### src/rtl/can_stat_pkg.sv
package can_stat_pkg;

  localparam int STAT_W = 16;

  // Field positions decoded by host software
  localparam int POS_BUSOFF  = 7;
  localparam int POS_WARN    = 6;
  localparam int POS_PASSIVE = 5;
  localparam int POS_RXOK    = 4;
  localparam int POS_TXOK    = 3;
  localparam int LEC_W       = 3;

  typedef enum logic [LEC_W-1:0] {
    LEC_NONE  = 3'd0,
    LEC_STUFF = 3'd1,
    LEC_FORM  = 3'd2,
    LEC_ACK   = 3'd3,
    LEC_BIT1  = 3'd4,
    LEC_BIT0  = 3'd5,
    LEC_CRC   = 3'd6,
    LEC_KEEP  = 3'd7
  } lec_e;

  // index of each sticky completion flag
  localparam int OK_RX = 0;
  localparam int OK_TX = 1;
  localparam int OK_N  = 2;

endpackage

### src/rtl/can_stat_thresh.sv
module can_stat_thresh #(
  parameter int CNT_W         = 9,
  parameter int WARN_LIMIT    = 96,
  parameter int PASSIVE_LIMIT = 128,
  parameter int BUSOFF_LIMIT  = 255
) (
  input  logic             clk,
  input  logic             rst,
  input  logic [CNT_W-1:0] tx_cnt_i,
  input  logic [CNT_W-1:0] rx_cnt_i,
  input  logic             recov_i,
  output logic             busoff_o,
  output logic             warn_o,
  output logic             passive_o
);

  localparam logic [CNT_W-1:0] WARN_L = CNT_W'(WARN_LIMIT);
  localparam logic [CNT_W-1:0] PASS_L = CNT_W'(PASSIVE_LIMIT);
  localparam logic [CNT_W-1:0] BOFF_L = CNT_W'(BUSOFF_LIMIT);

  logic warn_hit, pass_hit, boff_hit;

  always_comb begin
    warn_hit = (tx_cnt_i >= WARN_L) || (rx_cnt_i >= WARN_L);
    pass_hit = (tx_cnt_i >= PASS_L) || (rx_cnt_i >= PASS_L);
    boff_hit = (tx_cnt_i > BOFF_L);
  end

  always_ff @(posedge clk) begin
    if (rst) begin
      warn_o    <= 1'b0;
      passive_o <= 1'b0;
      busoff_o  <= 1'b0;
    end else begin
      warn_o    <= warn_hit;
      passive_o <= pass_hit;
      if (boff_hit)
        busoff_o <= 1'b1;
      else if (recov_i)
        busoff_o <= 1'b0;
    end
  end

  AST_WARN_LOW: assert property (@(posedge clk) disable iff (rst) (tx_cnt_i < WARN_L && rx_cnt_i < WARN_L) |=> !warn_o);
  AST_PASS_HIGH: assert property (@(posedge clk) disable iff (rst) (rx_cnt_i >= PASS_L) |=> passive_o);
  AST_BUSOFF_SET: assert property (@(posedge clk) disable iff (rst) (tx_cnt_i > BOFF_L) |=> busoff_o);
  AST_BUSOFF_HOLD: assert property (@(posedge clk) disable iff (rst) (busoff_o && !recov_i) |=> busoff_o);

endmodule

### src/rtl/can_stat_sticky.sv
module can_stat_sticky (
  input  logic clk,
  input  logic rst,
  input  logic set_i,
  input  logic clr_i,
  output logic flag_o
);

  // a completion strobe outranks a host clear in the same cycle
  always_ff @(posedge clk) begin
    if (rst)
      flag_o <= 1'b0;
    else if (set_i)
      flag_o <= 1'b1;
    else if (clr_i)
      flag_o <= 1'b0;
  end

  AST_SET_WINS: assert property (@(posedge clk) disable iff (rst) set_i |=> flag_o);
  AST_STICKY_HOLD: assert property (@(posedge clk) disable iff (rst) (flag_o && !clr_i) |=> flag_o);
  AST_NO_SELF_SET: assert property (@(posedge clk) disable iff (rst) (!flag_o && !set_i) |=> !flag_o);

endmodule

### src/rtl/can_stat_lec.sv
module can_stat_lec
  import can_stat_pkg::*;
(
  input  logic             clk,
  input  logic             rst,
  input  logic             err_evt_i,
  input  logic [LEC_W-1:0] err_type_i,
  input  logic             frame_ok_i,
  input  logic             host_wr_i,
  input  logic [LEC_W-1:0] host_code_i,
  output logic [LEC_W-1:0] lec_o
);

  lec_e lec_q;

  // priority: bus error, then good frame, then host write
  always_ff @(posedge clk) begin
    if (rst)
      lec_q <= LEC_NONE;
    else if (err_evt_i)
      lec_q <= lec_e'(err_type_i);
    else if (frame_ok_i)
      lec_q <= LEC_NONE;
    else if (host_wr_i)
      lec_q <= lec_e'(host_code_i);
  end

  assign lec_o = lec_q;

  AST_LEC_ERR: assert property (@(posedge clk) disable iff (rst) err_evt_i |=> (lec_o == $past(err_type_i)));
  AST_LEC_OK: assert property (@(posedge clk) disable iff (rst) (!err_evt_i && frame_ok_i) |=> (lec_o == LEC_NONE));
  AST_LEC_IDLE: assert property (@(posedge clk) disable iff (rst) (!err_evt_i && !frame_ok_i && !host_wr_i) |=> $stable(lec_o));

endmodule

### src/rtl/can_stat_reg.sv
module can_stat_reg
  import can_stat_pkg::*;
#(
  parameter int CNT_W         = 9,
  parameter int WARN_LIMIT    = 96,
  parameter int PASSIVE_LIMIT = 128,
  parameter int BUSOFF_LIMIT  = 255
) (
  input  logic              clk,
  input  logic              rst,
  input  logic              rx_done_i,
  input  logic              tx_done_i,
  input  logic              err_evt_i,
  input  logic [2:0]        err_type_i,
  input  logic [CNT_W-1:0]  tx_errcnt_i,
  input  logic [CNT_W-1:0]  rx_errcnt_i,
  input  logic              recov_done_i,
  input  logic              host_wr_i,
  input  logic [STAT_W-1:0] host_wdata_i,
  output logic [STAT_W-1:0] host_rdata_o
);

  localparam int RSV_W = STAT_W - POS_BUSOFF - 1;
  localparam int OK_POS [OK_N] = '{POS_RXOK, POS_TXOK};

  logic             busoff, warn, passive;
  logic [OK_N-1:0]  ok_set, ok_clr, ok_flag;
  logic [LEC_W-1:0] lec;

  can_stat_thresh #(
    .CNT_W        (CNT_W),
    .WARN_LIMIT   (WARN_LIMIT),
    .PASSIVE_LIMIT(PASSIVE_LIMIT),
    .BUSOFF_LIMIT (BUSOFF_LIMIT)
  ) thresh_i (
    .clk      (clk),
    .rst      (rst),
    .tx_cnt_i (tx_errcnt_i),
    .rx_cnt_i (rx_errcnt_i),
    .recov_i  (recov_done_i),
    .busoff_o (busoff),
    .warn_o   (warn),
    .passive_o(passive)
  );

  assign ok_set[OK_RX] = rx_done_i;
  assign ok_set[OK_TX] = tx_done_i;

  generate
    for (genvar g = 0; g < OK_N; g++) begin : g_ok
      assign ok_clr[g] = host_wr_i && !host_wdata_i[OK_POS[g]];
      can_stat_sticky flag_i (
        .clk   (clk),
        .rst   (rst),
        .set_i (ok_set[g]),
        .clr_i (ok_clr[g]),
        .flag_o(ok_flag[g])
      );
    end
  endgenerate

  can_stat_lec lec_i (
    .clk        (clk),
    .rst        (rst),
    .err_evt_i  (err_evt_i),
    .err_type_i (err_type_i),
    .frame_ok_i (rx_done_i || tx_done_i),
    .host_wr_i  (host_wr_i),
    .host_code_i(host_wdata_i[LEC_W-1:0]),
    .lec_o      (lec)
  );

  // all fields are flop outputs; the word is pure wiring
  assign host_rdata_o = {{RSV_W{1'b0}}, busoff, warn, passive,
                         ok_flag[OK_RX], ok_flag[OK_TX], lec};

  AST_PASSIVE_WARN: assert property (@(posedge clk) disable iff (rst) (passive && (PASSIVE_LIMIT >= WARN_LIMIT)) |-> warn);
  AST_RX_SET: assert property (@(posedge clk) disable iff (rst) rx_done_i |=> host_rdata_o[POS_RXOK]);
  AST_TX_SET: assert property (@(posedge clk) disable iff (rst) tx_done_i |=> host_rdata_o[POS_TXOK]);
  AST_RESET_ZERO: assert property (@(posedge clk) rst |=> (host_rdata_o == '0));

endmodule

### config.mk
export PLATFORM = sky130hd
export DESIGN_NAME = can_stat_reg
export DESIGN_NICKNAME = d
export VERILOG_FILES = /design/src/rtl/can_stat_pkg.sv /design/src/rtl/can_stat_thresh.sv /design/src/rtl/can_stat_sticky.sv /design/src/rtl/can_stat_lec.sv /design/src/rtl/can_stat_reg.sv
export SDC_FILE = /design/constraint.sdc
export NUM_CORES = 1
export LEC_CHECK = 0
export BUFFER_PORTS_ARGS = -buffer_cell sky130_fd_sc_hd__buf_2
export CAP_MARGIN = 40
export CORE_MARGIN = 10
export CORE_UTILIZATION = 31
export CTS_BUF_LIST = sky130_fd_sc_hd__clkbuf_16
export CTS_CLUSTER_SIZE = 30
export DETAILED_ROUTE_END_ITERATION = 6
export PLACE_DENSITY = 0.82
export SLEW_MARGIN = 20
export SYNTH_ARGS = -nofsm -noshare
export SYNTH_HDL_FRONTEND = slang
export SYNTH_HIERARCHICAL = 1
export SYNTH_SLANG_ARGS = --single-unit
export TNS_END_PERCENT = 20
### constraint.sdc
create_clock -name clk -period 2.4 [get_ports clk]
set_input_delay 0.48 -clock clk [delete_from_list [all_inputs] [get_ports clk]]
set_output_delay 0.48 -clock clk [all_outputs]
set_load 0.02 [all_outputs]
==> impl_metrics.toml, run 1 <==
[final_layout]
num-fill-cells = 135
final_util = 0.471
nets = 125
seq_area_um2 = 160
insertedDiodeCount = 0
drive_gt1_frac = 0.468
area_delta_synth_final_pct = 44.1
layoutNonFillerInstCount = 94
multi_input_area_um2 = 194

[cts]
worstSkewPairLatency_ns = 0.23
cts_setup_buffers = 0
cts-root-buf = "clkbuf_16"
cts_sinks = 8
clk_pin_slew_ns = 0.04
ctsResizeCount = 0
cts-buffers-inserted = 3
holdBufCountCts = 0
cts_tree = "yes"
h-tree-depth = 1
clockBufferDepth = 2

[place]
hpwl_mm = 1.06
dp_cells = 91
place_congestion = 0.742
portBuffers = 30

[critical_path]
start_kind = "primary input"
regToRegSetupSlack_ns = 1.69
critical_path_peak_fanout = 6
crit_arrival_ns = 1.39
critPathKind = "in2reg"
setup.worst_path.end_class = "flop"
cp.required_ns = 2.53

[global_routing]
grt_use_met2 = 0.132
grt_start_max_net_pins = 9
grt-busiest-layer = "met2"
track_usage = 0.0759
grt_overflow = 0
grt_util_met3 = 0.0487
grt_pass1_wl_mm = 2.04
met1_usage = 0.0692
grt_pass1_vias = 470
antenna_found_initial = 0

[timing]
hold_violations = 0
finalSetupViolCount = 0
rsz0062_at_grt = "false"
max_freq_mhz = 792
finClkSkew_ns = 0
period_minus_slack_ns = 1.26
finalCritPeriodShare = 0.526
hold-worst-slack_ns = 0.473
tns_ns = 0
finalMaxSlewViolations = 0

[synth]
synth_seq_area_share = 0.376
syn_inst = 50
syn_area_um2 = 425
synth_warnings = 6
synth_area_per_cell_um2 = 8.51
ys_types = 16
ys_ff_latch = 8

[route]
antenna_left = 0
drt_first_iter_violations = 5
viasPerCell = 4.39
drt_wl_total_mm = 1.23
dr_total_vias = 413
wl_per_cell_um = 13.1
drc_errors = 0
drt-pass1-iter-count = 6

[power]
ir_drop_v = 0.000380
leakagePower_nw = 0.321
p_per_area_nw_per_um2 = 808
p_total_uw = 495

[outcome]
status = "finished clean"

[hold_path]
hold_class = "in2reg"

[floorplan]
die_y_um = 57.0
start_util = 0.327
coreArea_um2 = 1300
dieArea_um2 = 3250
io_pins = 60
dieWidth_um = 57.0
row_count = 13

[run]
maxCapViolations = 0
-- final cells by class --
class	count	area share
multi-input combinational	34	0.316
tap	15	0.0306
clock buffer	3	0.122
inverter	4	0.0245
timing repair buffer	30	0.245
sequential	8	0.261
-- power by group --
part	leakage, nW	total [mW]	switching, mW	internal (mW)
Clock	0.0370	0.278	0.0630	0.215
Combinational	0.218	0.0725	0.0445	0.0280
Sequential	0.0667	0.145	0.00313	0.142
-- final timing paths --
kind | startpoint | to | depth (start not counted)
setup / recovery | tx_done_i | lec_i/lec_o[2]$_SDFFE_PP0P_ | 5
hold reg to reg | g_ok[0].flag_i/flag_o$_SDFFE_PP0P_ | g_ok[0].flag_i/flag_o$_SDFFE_PP0P_ | 2
setup reg to reg | lec_i/lec_o[2]$_SDFFE_PP0P_ | lec_i/lec_o[2]$_SDFFE_PP0P_ | 2
hold / removal | rx_errcnt_i[8] | thresh_i/passive_o$_SDFF_PP0_ | 3
-- cells by family after synthesis --
logic type,count (synthesis),synth area share
other,1,0.00882
AO/OA/AOI/OAI,11,0.179
flip-flops,8,0.376
AND/OR/NAND/NOR,15,0.206
buffers and inverters,15,0.229
-- synthesized netlist by cell type --
cell	number	area [um^2]
nor2_4	1	11.3
nand2_1	3	11.3
nor2_1	4	15.0
inv_1	4	15.0
a21oi_2	2	17.5
o21ai_1	3	15.0
conb_1	1	3.75
a22oi_1	1	7.51
a221oi_1	3	26.3
a21oi_1	2	10.0
dfxtp_1	8	160
nand2b_1	3	18.8
nor2b_1	2	12.5
nor4_2	1	12.5
or2_1	1	6.26
buf_4	11	82.6
-- critical path, stage by stage --
cell	delay, ns
buf_2	0.10
or2_1	0.26
nor2_4	0.18
o21ai_1	0.09
a221oi_1	0.29
-- through the flow --
stage / worst slack, ns / cell area [um^2]
after global routing: 1.03 / 613
after detailed placement: 0.876 / 538
final: 1.14 / 613
after CTS: 1.11 / 613
after floorplan: 1.11 / 452
after global placement: 0.948 / 538
-- state kept, by name, indices dropped and copies added (netlist names) --
| name | flops |
|---|---|
| g_ok.flag_i/flag_o | 2 |
| lec_i/lec_o | 3 |
| thresh_i/busoff_o | 1 |
| thresh_i/passive_o | 1 |
| thresh_i/warn_o | 1 |
-- layer usage --
metal	part of all wire	wire, um	up-vias
li1	-	-	206
met3	0.12	144	0
met1	0.37	457	187
met5	0	0	-
met2	0.51	626	20
met4	0	0	0
-- layout by cell type (no fill, tap or decap) --
cell	n
clkbuf_16	3
nand2b_1	3
a221oi_1	3
nand2_1	3
a21oi_1	2
buf_2	30
a22oi_1	1
or2_1	1
a21oi_2	2
conb_1	8
nor2_1	4
nor2b_1	2
o21ai_1	3
nor2_4	1
dfxtp_1	8
inv_1	4
nor4_2	1
Power figures use the tool's default switching activity.
==> run 2: changes to the inputs <==
Settings changed: CORE_UTILIZATION 31 to 29, PLACE_DENSITY 0.82 to 0.78.
Clock period 2.4 ns to 1.3 ns, I/O delays scaled along.
==> run 2 against run 1 <==
Compared with the run above: hold slack worse by 0.21 ns; register-to-register slack worse by 1.1 ns; core utilization down 1.7 points; first-iteration DRC count down 20%; clock power up 85%; global-route usage down 0.57 points; total power up 85%; count of clock-buffer cells in the layout unchanged; via count down 4.1%; flip-flop and latch count unchanged.
==> impl_metrics.toml, run 2 (synthesized netlist as in run 1, its figures left out) <==
[outcome]
status = "finished clean"

[power]
p_per_area_nw_per_um2 = 1490
leakagePower_nw = 0.321
ir_drop_v = 0.000704
p_total_uw = 916

[critical_path]
critPathKind = "in2reg"
setup.worst_path.end_class = "flop"
crit_arrival_ns = 1.14
r2r_cells = 2
start_kind = "primary input"
cp.required_ns = 1.43
cp_cell_sequence = "buf_2 -> or2_1 -> nor2_4 -> o21ai_1 -> a221oi_1"
regToRegSetupSlack_ns = 0.63
timing.rr.start = "lec_i/lec_o[0]$_SDFFE_PP0P_"
critical_path_peak_fanout = 6
r2r_end = "lec_i/lec_o[0]$_SDFFE_PP0P_"
cpMaxStageDelayCell = "a221oi_1"
crit_path_max_incr_delay_ns = 0.27

[place]
place_congestion = 0.670
postPlaceCellArea_um2 = 538
portBuffers = 30
dp_cells = 91
pre_cts_ws_ns = 0.0474

[cts]
ctsResizeCount = 0
cts-buffers-inserted = 3
worstSkewPairLatency_ns = 0.23
cts-root-buf = "clkbuf_16"
clockBufferDepth = 2
cts_sinks = 8
holdBufCountCts = 0
h-tree-depth = 1
clk_pin_slew_ns = 0.04
cts_setup_buffers = 0
cts_tree = "yes"

[timing]
finalSetupViolCount = 0
hold_violations = 0
worst_slack_ns = 0.290
finalCritPeriodShare = 0.777
finClkSkew_ns = 0
max_freq_mhz = 990
finalMaxSlewViolations = 0
rsz0062_at_grt = "false"
hold-worst-slack_ns = 0.261
tns_ns = 0
period_minus_slack_ns = 1.01

[final_layout]
final_area_um2 = 613
final_util = 0.454
insertedDiodeCount = 0
nets = 125
largest_reg_flops = 3
area_delta_synth_final_pct = 44.1
final_common_cell = "buf_2"
drive_gt1_frac = 0.468
final_cell_mix = "30 x buf_2, 8 x conb_1, 8 x dfxtp_1"
layoutNonFillerInstCount = 94

[route]
drt_wl_total_mm = 1.18
antenna_left = 0
viasPerCell = 4.21
wl_per_cell_um = 12.5
drt_first_iter_violations = 4
drc_errors = 0
drt-pass1-iter-count = 2
dr_total_vias = 396

[floorplan]
io_pins = 60
dieArea_um2 = 3400
die_y_um = 58.3
start_util = 0.315
dieWidth_um = 58.3
coreArea_um2 = 1350
row_count = 13

[hold_path]
hold_path_end = "thresh_i/passive_o$_SDFF_PP0_"
hold_class = "in2reg"
whs_path_depth = 3
min_from = "rx_errcnt_i[8]"

[global_routing]
grt_start_max_net_pins = 9
track_usage = 0.0702
antenna_found_initial = 0
grt_pass1_vias = 428
grt_pass1_wl_mm = 1.93
grt_overflow = 0

[run]
maxCapViolations = 0
## run 2: routing by layer
layer	part of all wire	track usage
met1	0.37	0.0719
met3	0.098	0.0429
met5	0	0
met2	0.53	0.117
met4	0	0.0201
## run 2: critical path: cells and delay by family
kind | cells | cell delay [ns]
compound gates | 2 | 0.36
buf+inv | 1 | 0.10
simple gates | 2 | 0.42
## run 2: area by class of cell
cell class                      count  area [um^2]
Inverter                            4         15.0
Sequential cell                     8          160
Tap cell                           15         18.8
Clock buffer                        3         75.1
Multi-Input combinational cell     34          194
Fill cell                         143          737
Timing Repair Buffer               30          150
## run 2: report_power, final
group	internal [mW]	leakage [nW]	switching [mW]
sequential	0.262	0.0667	0.00537
clock	0.397	0.0370	0.118
combinational	0.0516	0.218	0.0814
total	0.711	0.321	0.205
## run 2: worst max path at each step
| stage | start | end | slack [ns] | cells past startpoint |
|---|---|---|---|---|
| floorplan | tx_done_i | lec_i/lec_o[0]$_SDFFE_PP0P_ | 0.23 | 4 |
| global placement | tx_done_i | lec_i/lec_o[1]$_SDFFE_PP0P_ | 0.07 | 5 |
| detailed placement | tx_done_i | lec_i/lec_o[1]$_SDFFE_PP0P_ | 0.05 | 5 |
| CTS | tx_done_i | lec_i/lec_o[1]$_SDFFE_PP0P_ | 0.28 | 5 |
| global route | tx_done_i | lec_i/lec_o[2]$_SDFFE_PP0P_ | 0.16 | 5 |
| finish | tx_done_i | lec_i/lec_o[0]$_SDFFE_PP0P_ | 0.29 | 5 |
